<file path="src/rtl/flp_tx_pkg.sv">
package flp_tx_pkg;

  localparam int unsigned SLOTS_PER_BURST = 33;
  localparam int unsigned WORD_BITS       = 16;
  localparam int unsigned SEL_BITS        = 5;

  typedef enum logic [1:0] {
    ST_IDLE  = 2'd0,
    ST_GAP   = 2'd1,
    ST_BURST = 2'd2
  } flpState_t;

  typedef struct packed {
    logic clrTimer;
    logic startBurst;
    logic nextSlot;
    logic inBurst;
  } flpCtrl_t;

endpackage

</file>
<file path="src/rtl/flp_ctrl.sv">
module flp_ctrl
  import flp_tx_pkg::*;
(
  input  logic     clk,
  input  logic     rst,
  input  logic     enable,
  input  logic     softRst,
  input  logic     linkUp,
  input  logic     restartBit,
  input  logic     timerLast,
  input  logic     lastSlot,
  output flpCtrl_t ctl,
  output logic     restartNow
);

  flpState_t state, stateNext;
  logic      linkPrev;
  logic      restartPrev;

  // Restart on a soft reset level, a link-status fall or a control-bit rise.
  assign restartNow = softRst | (linkPrev & ~linkUp) | (restartBit & ~restartPrev);

  always_ff @(posedge clk) begin
    if (rst) begin
      state       <= ST_IDLE;
      linkPrev    <= 1'b1;
      restartPrev <= 1'b0;
    end else begin
      state       <= stateNext;
      linkPrev    <= linkUp;
      restartPrev <= restartBit;
    end
  end

  always_comb begin
    stateNext = state;
    ctl       = '0;
    if (!enable) begin
      stateNext = ST_IDLE;
    end else if (restartNow || state == ST_IDLE) begin
      stateNext    = ST_GAP;
      ctl.clrTimer = 1'b1;
    end else begin
      case (state)
        ST_GAP: begin
          if (timerLast) begin
            stateNext      = ST_BURST;
            ctl.startBurst = 1'b1;
            ctl.clrTimer   = 1'b1;
          end
        end
        ST_BURST: begin
          if (timerLast) begin
            ctl.clrTimer = 1'b1;
            if (lastSlot) stateNext    = ST_GAP;
            else          ctl.nextSlot = 1'b1;
          end
        end
        default: stateNext = ST_IDLE;
      endcase
    end
    ctl.inBurst = (state == ST_BURST);
  end

endmodule

</file>
<file path="src/rtl/flp_datapath.sv">
module flp_datapath
  import flp_tx_pkg::*;
#(
  parameter int unsigned SLOT_CYCLES = 15625,
  parameter int unsigned GAP_CYCLES  = 3484375,
  parameter int unsigned TW          = 22,
  parameter logic [SEL_BITS-1:0] SELECTOR = 5'b00001
) (
  input  logic                          clk,
  input  logic                          rst,
  input  flpCtrl_t                      ctl,
  input  logic [WORD_BITS-1:SEL_BITS]   abilityBits,
  input  logic                          enable,
  input  logic                          restartNow,
  output logic                          timerLast,
  output logic                          lastSlot,
  output logic                          pulseStrobe,
  output logic                          burstActive
);

  localparam logic [TW-1:0] SLOT_LAST = TW'(SLOT_CYCLES - 1);
  localparam logic [TW-1:0] GAP_LAST  = TW'(GAP_CYCLES - 1);
  localparam int unsigned   SN_W      = $clog2(SLOTS_PER_BURST + 1);
  localparam int unsigned   PAT_W     = 2 ** SN_W;

  logic [TW-1:0]        timer;
  logic [SN_W-1:0]      slotNum;
  logic [WORD_BITS-1:0] txWord;
  logic [PAT_W-1:0]     slotPattern;

  always_ff @(posedge clk) begin
    if (rst) begin
      timer   <= '0;
      slotNum <= '0;
      txWord  <= '0;
    end else begin
      if (ctl.clrTimer) timer <= '0;
      else              timer <= timer + 1'b1;
      if (ctl.startBurst) begin
        slotNum <= SN_W'(1);
        txWord  <= {abilityBits, SELECTOR};
      end else if (ctl.nextSlot) begin
        slotNum <= slotNum + 1'b1;
      end
    end
  end

  // Odd slots are always clock pulses. Even slot 2k carries word bit k-1.
  for (genvar s = 0; s < PAT_W; s++) begin : g_slot
    if (s >= 1 && s <= SLOTS_PER_BURST && (s % 2) == 1) begin : g_clock
      assign slotPattern[s] = 1'b1;
    end else if (s >= 2 && s <= SLOTS_PER_BURST) begin : g_data
      assign slotPattern[s] = txWord[s/2 - 1];
    end else begin : g_none
      assign slotPattern[s] = 1'b0;
    end
  end

  assign timerLast   = ctl.inBurst ? (timer == SLOT_LAST) : (timer == GAP_LAST);
  assign lastSlot    = (slotNum == SN_W'(SLOTS_PER_BURST));
  assign burstActive = ctl.inBurst;
  assign pulseStrobe = ctl.inBurst & (timer == '0) & slotPattern[slotNum]
                       & enable & ~restartNow;

endmodule

</file>
<file path="src/rtl/flp_burst_tx.sv">
module flp_burst_tx
  import flp_tx_pkg::*;
#(
  parameter int unsigned SLOT_CYCLES   = 15625,
  parameter int unsigned PERIOD_CYCLES = 4000000,
  parameter logic [4:0]  SELECTOR      = 5'b00001
) (
  input  logic        clk,
  input  logic        rst,
  input  logic        enable,
  input  logic        softRst,
  input  logic        linkUp,
  input  logic        restartBit,
  input  logic [15:0] codeWord,
  output logic        pulseStrobe,
  output logic        burstActive
);

  localparam int unsigned GAP_CYCLES = PERIOD_CYCLES - SLOTS_PER_BURST * SLOT_CYCLES;
  localparam int unsigned TW         = $clog2(PERIOD_CYCLES);

  flpCtrl_t ctl;
  logic     restartNow;
  logic     timerLast;
  logic     lastSlot;
  logic     unusedSelBits;

  // The selector field is forced, so the low input bits are not used.
  assign unusedSelBits = ^codeWord[SEL_BITS-1:0];

  flp_ctrl ctrl_i (
    .clk        (clk),
    .rst        (rst),
    .enable     (enable),
    .softRst    (softRst),
    .linkUp     (linkUp),
    .restartBit (restartBit),
    .timerLast  (timerLast),
    .lastSlot   (lastSlot),
    .ctl        (ctl),
    .restartNow (restartNow)
  );

  flp_datapath #(
    .SLOT_CYCLES (SLOT_CYCLES),
    .GAP_CYCLES  (GAP_CYCLES),
    .TW          (TW),
    .SELECTOR    (SELECTOR)
  ) dp_i (
    .clk         (clk),
    .rst         (rst),
    .ctl         (ctl),
    .abilityBits (codeWord[WORD_BITS-1:SEL_BITS]),
    .enable      (enable),
    .restartNow  (restartNow),
    .timerLast   (timerLast),
    .lastSlot    (lastSlot),
    .pulseStrobe (pulseStrobe),
    .burstActive (burstActive)
  );

endmodule

</file>
<file path="config.mk">
export PLATFORM = sky130hd
export DESIGN_NAME = flp_burst_tx
export DESIGN_NICKNAME = d
export VERILOG_FILES = /design/src/rtl/flp_tx_pkg.sv /design/src/rtl/flp_ctrl.sv /design/src/rtl/flp_datapath.sv /design/src/rtl/flp_burst_tx.sv
export SDC_FILE = /design/constraint.sdc
export NUM_CORES = 1
export LEC_CHECK = 0
export BUFFER_PORTS_ARGS = -buffer_cell sky130_fd_sc_hd__buf_2
export CAP_MARGIN = 25
export CORE_MARGIN = 5
export CORE_UTILIZATION = 50
export CTS_BUF_LIST = sky130_fd_sc_hd__clkbuf_4
export CTS_CLUSTER_DIAMETER = 100
export DETAILED_ROUTE_END_ITERATION = 16
export HOLD_SLACK_MARGIN = 0.02
export PLACE_DENSITY = 0.68
export SLEW_MARGIN = 40
export SYNTH_ARGS = -nofsm -noshare
export SYNTH_HDL_FRONTEND = slang
export SYNTH_SLANG_ARGS = --single-unit
</file>
<file path="constraint.sdc">
create_clock -name clk -period 6.2 [get_ports clk]
set_input_delay 0.62 -clock clk [delete_from_list [all_inputs] [get_ports clk]]
set_output_delay 0.62 -clock clk [all_outputs]
set_load 0.1 [all_outputs]
</file>
After elaboration in Yosys (flattened, before gate mapping)
Index checks and enable logic that the tools add are counted.
{"block": "totals", "ff_bits": 44}
{"block": "op_classes", "addsub": 2, "magnitude_cmp": 1, "n_eq_ne": 11, "mux": 20, "n_bitwise": 12, "n_reduce_logical": 10}
{"op": "$add A22 B1 Y22 const B", "n": 1}
{"op": "$eq A22 B14 Y1 const B", "n": 1}
{"op": "$eq A22 B22 Y1 const B", "n": 1}
{"op": "$logic_not A22 Y1", "n": 1}
{"op": "$mux W1", "n": 11}
{"op": "$mux W2", "n": 5}
{"op": "$ne A3 B1 Y1 const B", "n": 3}
{"op": "$lt A6 B7 Y1 const B", "n": 1}
{"op": "$add A6 B1 Y6 const B", "n": 1}
{"op": "$and A1 B1 Y1", "n": 6}
{"op": "$bmux W1 S6", "n": 1}
{"op": "$eq A6 B6 Y1 const B", "n": 1}
{"op": "$ne A2 B1 Y1 const B", "n": 3}
{"op": "$reduce_and A3 Y1", "n": 2}
{"op": "$reduce_or A2 Y1", "n": 3}
{"op": "$not A1 Y1", "n": 4}
{"op": "$pmux W2 S2", "n": 1}
{"op": "$mux W3", "n": 1}
{"op": "$reduce_or A3 Y1", "n": 1}
{"op": "$eq A2 B1 Y1 const B", "n": 1}
{"op": "$eq A2 B2 Y1 const B", "n": 1}
{"op": "$logic_not A2 Y1", "n": 1}
{"op": "$or A1 B1 Y1", "n": 2}
{"op": "$pmux W1 S2", "n": 1}
{"op": "2 further kinds", "n": 2}

Logic depth before layout (Yosys ltp)
{"block": "logic_depth", "word_depth": 9, "ltp_mapped": 10, "ltp_nobuf": 7}

By module
A second synthesis with hierarchy kept.
{"block": "hier_totals", "cells_unflattened": 270, "hier_area_um2": 2318.5}
{"mod": "flp_datapath", "n_inst": 1, "cells_each": 234, "area_each_um2": 2009.4}
{"mod": "flp_ctrl", "n_inst": 1, "cells_each": 36, "area_each_um2": 309.0}

Least setup slack after synthesis
Ideal clock, no wire load.
{"block": "synth_path", "path_type": "reg2out", "start": "register ctrl_i.state[0]", "end": "output port pulseStrobe", "arrival_ns": 4.114, "required_time_ns": 5.580, "path_slack_ns": 1.466, "stages_incl_launch_ff": 8, "cell_sequence": "dfxtp_1 > inv_1 > ha_1 > clkbuf_1 > nand2_1 > nor3_1 > nand4_1 > a311oi_1"}
{"block": "synth_between", "elab_chain_cells": 5}
{"element": "from (decl)", "line_no": "flp_ctrl.sv:16", "rtl": "flpState_t state, stateNext;"}
{"element": "from (signal assigned)", "line_no": "flp_ctrl.sv:29", "rtl": "state <= stateNext;"}
{"element": "$eq A2 B2 Y1", "line_no": "flp_ctrl.sv:62", "rtl": "ctl.inBurst = (state == ST_BURST);"}
{"element": "net burstActive", "line_no": "flp_burst_tx.sv:16", "rtl": "output logic burstActive"}
{"element": "$and A1 B1 Y1 (2 in a row)", "line_no": "flp_datapath.sv:62", "rtl": "assign pulseStrobe = ctl.inBurst & (timer == '0) & slotPattern[slotNum]"}
{"element": "$and A1 B1 Y1 (2 in a row)", "line_no": "flp_datapath.sv:63", "rtl": "& enable & ~restartNow;"}
{"element": "to (decl)", "line_no": "flp_burst_tx.sv:15", "rtl": "output logic pulseStrobe,"}
The timed path passes the listed nets, and every way through them passes these cells.

Worst setup path after layout
{"block": "layout_path", "start": "register dp_i.timer[14]", "end": "output port pulseStrobe"}
{"block": "layout_between", "elab_chain_cells": 5}
{"element": "from (decl)", "line_no": "flp_datapath.sv:26", "rtl": "logic [TW-1:0] timer;"}
{"element": "from (signal assigned)", "line_no": "flp_datapath.sv:38", "rtl": "else timer <= timer + 1'b1;"}
{"element": "$logic_not A22 Y1", "line_no": "flp_datapath.sv:62"}
{"element": "$and A1 B1 Y1 (2 in a row)", "line_no": "flp_datapath.sv:62"}
{"element": "$and A1 B1 Y1 (2 in a row)", "line_no": "flp_datapath.sv:63"}
Every way passes these cells.

==> results.sh <==
export IMPL_hold_violations=0
export IMPL_slew_viol_final=0
export IMPL_drt_total_wl_um=5180
export IMPL_dp_slack_ns=3.56
export IMPL_ys_ff_latch=44
export IMPL_maxCapViolCount=0
export IMPL_place_congestion=0.808
export IMPL_drc_errors=0
export IMPL_final_period_utilization_pct=48.3
export IMPL_rsz0062_at_grt="no"
export IMPL_path_class="reg2out"
export IMPL_drtIter0Drc=184
export IMPL_die_area_sq_um=6210
export IMPL_antennaDiodeCount=0
export IMPL_first_pass_iters=4
export IMPL_grt_pass1_wl_um=9050
export IMPL_clk_latency_ns=0.36
export IMPL_cts_sinks=44
export IMPL_yosys_warnings=0
export IMPL_crit_buf_inv=1
export IMPL_maxSlewHeadroom_pct=45.0
export IMPL_required_ns=5.58
export IMPL_io_pins=24
export IMPL_clockBufferDepth=2
export IMPL_p_sw_uw=112
export IMPL_worst_slack_ns=3.21
export IMPL_leakagePower_nw=0.833
export IMPL_p_seq_share_pct=58.7
export IMPL_critical_path_peak_fanout=6
export IMPL_antenna_found_initial=0
export IMPL_pwr_share_clk_pct=36.1
export IMPL_overflow=0
export IMPL_combPwrFrac_pct=5.3
export IMPL_cpLargestDelayFamily="simple AND/OR/NAND/NOR gates"
export IMPL_ys_seq_area_share_pct=37.2
export IMPL_powerDensity_nw_per_um2=192
export IMPL_skew_ns=0.0166
export IMPL_cpPeakStageDelay_ns=0.48
export IMPL_postRouteAntennaNets=0
export IMPL_h_tree_depth=2
export IMPL_cp_end_kind="output port"
export IMPL_synthDistinctLibCells=42
export IMPL_die_w_um=78.8
export IMPL_final_util_pct=54.6
export IMPL_cts_resized=0
export IMPL_path_cells="nor3_1, nand2_1, nor4_1, nand4_1, a311oi_1, buf_2"
export IMPL_num_fill_cells=452
export IMPL_detailroute_via_count=2104
export IMPL_cts_buffers=5
export IMPL_fin_nets=327
export IMPL_io_buffers=18
export IMPL_irDropWorstVdd_mv=0.0776
export IMPL_clk_pin_slew_ns=0.12
export IMPL_root_buffer="clkbuf_4"
export IMPL_start_kind="flop"
export IMPL_clock_fmax_ghz=0.334
export IMPL_coreArea_sq_um=4660
export IMPL_drt_vias_per_instance=5.98
export IMPL_layout_cells_non_filler=352
export IMPL_areaGrowthSynthToFinish_pct=7.51
export IMPL_worst_pin_slew_ns=0.818
export IMPL_fin_area_sq_um=2540
export IMPL_setup_viol=0
export IMPL_synth_area_sq_um=2370
export IMPL_place_hpwl_um=3630
export IMPL_min_path_type="in2reg"
export IMPL_hold_ws_ns=0.483
export IMPL_holdBufCountCts=0
export IMPL_num_rows=25
export IMPL_met1_usage_pct=24.3
export IMPL_grt_max_degree=20
export IMPL_place_area_sq_um=2460
export IMPL_internal_power_uw=376
export IMPL_detail_route_wl_per_cell_um=14.7
export IMPL_post_cts_buffers=0
export IMPL_crit_arrival_ns=2.37
export IMPL_status="finished, final reports clean"
export IMPL_fin_setup_tns_ns=0
export IMPL_drive_gt1_share_pct=11.4
export IMPL_track_usage_pct=18.0
export IMPL_start_util_pct=50.8
export IMPL_slowest_stage="buf_2"
export IMPL_grt_use_met2_pct=28.2
export IMPL_syn_inst=287
export IMPL_p_sw_share_pct=22.9
export IMPL_dp_cells=344
export IMPL_fin_crit_ns=2.99
export IMPL_grt_pass1_vias=2041
export IMPL_power_total_uw=488
export IMPL_grt_busiest_layer="met2"
export IMPL_syn_avg_cell_area_sq_um=8.24
export IMPL_die_height_um=78.8
export IMPL_use_met3_pct=4.31
export IMPL_cts_tree="done"
export IMPL_syn_num_nets=317
==> cells in the final DEF, fill, tap and decap left out, types with 5 or more instances in the layout <==
cell type	count
inv_1	11
a21oi_1	22
nor2_1	35
ha_1	8
xnor2_1	6
nand2_1	18
o21ai_0	16
nand3_1	20
nand4_1	14
nor4_1	8
clkbuf_4	5
or4_1	6
xor2_1	14
dfxtp_1	44
buf_2	18
==> per-layer routing <==
| layer | wire length [um] | vias up |
|---|---|---|
| met5 | 0 | - |
| met1 | 2620 | 978 |
| li1 | - | 1064 |
| met4 | 41 | 0 |
| met2 | 2260 | 58 |
| met3 | 251 | 4 |
==> worst register-to-register path: cells and delay by family, from the launching register on <==
kind | cells | cell delay (ns)
flops | 1 | 0.39
compound gates | 2 | 0.57
simple gates | 3 | 1.65
==> synth_stat cells, drive strengths merged <==
library cell	count	area, sq um
a21o	1	7.51
and2	3	18.8
nor2b	4	25.0
mux4	2	45.0
nand4b	1	8.76
nand4bb	1	11.3
or4	8	67.6
a22oi	1	7.51
xnor2	6	52.6
buf	4	26.3
nor2	35	131
dfxtp	44	881
or4b	1	10.0
or3	3	18.8
o31ai	4	30.0
o41ai	2	17.5
clkbuf	11	41.3
a2111oi	1	27.5
nand4	14	87.6
nor4	10	68.8
inv	11	41.3
o2111ai	1	8.76
ha	8	100
or2	1	6.26
o31a	1	8.76
nand2b	2	12.5
mux2i	1	10.0
a21oi	22	110
and4	3	26.3
nor3	4	20.0
and3	3	18.8
a311oi	2	17.5
nor4b	1	8.76
nand2	18	67.6
a31oi	2	12.5
a41o	1	10.0
o21ai	16	80.1
nand3	20	100
xor2	14	123
==> registers in the layout (all words and copies together) (netlist names) <==
| register | flops |
|---|---|
| ctrl_i.restartPrev | 1 |
| dp_i.txWord | 12 |
| ctrl_i.state | 2 |
| ctrl_i.linkPrev | 1 |
| dp_i.timer | 22 |
| dp_i.slotNum | 6 |
==> power by group through the flow <==
stage	logic [mW]	clock network, mW	registers [mW]
floorplan	0.0167	0	0.292
global placement	0.0255	0	0.293
detailed placement	0.0254	0	0.293
CTS	0.0257	0.179	0.286
global route	0.0288	0.192	0.287
finish	0.0257	0.176	0.286
==> path summary, 6_finish.rpt <==
check,startpoint,end,slack (ns),depth (start not counted)
max,dp_i.timer[14]$_SDFF_PP0_,pulseStrobe,3.21,6
min,linkUp,ctrl_i.linkPrev$_SDFF_PP1_,0.48,2
max reg2reg,dp_i.timer[16]$_SDFF_PP0_,dp_i.slotNum[1]$_SDFFE_PP0P_,3.54,5
min reg2reg,dp_i.txWord[13]$_SDFFE_PP0P_,dp_i.txWord[13]$_SDFFE_PP0P_,0.48,2
==> kinds of logic (layout without fill, tap and decap cells) <==
kind of cell / count (synthesis) / count (layout) / synth area share [%]
adder cells (fa/ha/maj): 8 / 8 / 4.23
AO/OA/AOI/OAI: 54 / 54 / 14.3
AND/OR/NAND/NOR: 132 / 132 / 29.9
XOR/XNOR: 20 / 20 / 7.40
multiplexers: 3 / 3 / 2.33
flip-flops: 44 / 44 / 37.2
buffers and inverters: 26 / 37 / 4.60
==> final cells by class <==
type	count	area, sq um	area share, %
clock buffers	5	37.5	1.48
clock inverters	3	37.5	1.48
well taps	54	67.6	2.66
flip-flops and latches	44	881	34.6
inverters	11	41.3	1.62
multi-input cells	217	1390	54.6
repair buffers	18	90.1	3.54
Note: power is estimated with default switching activity, not from simulation.
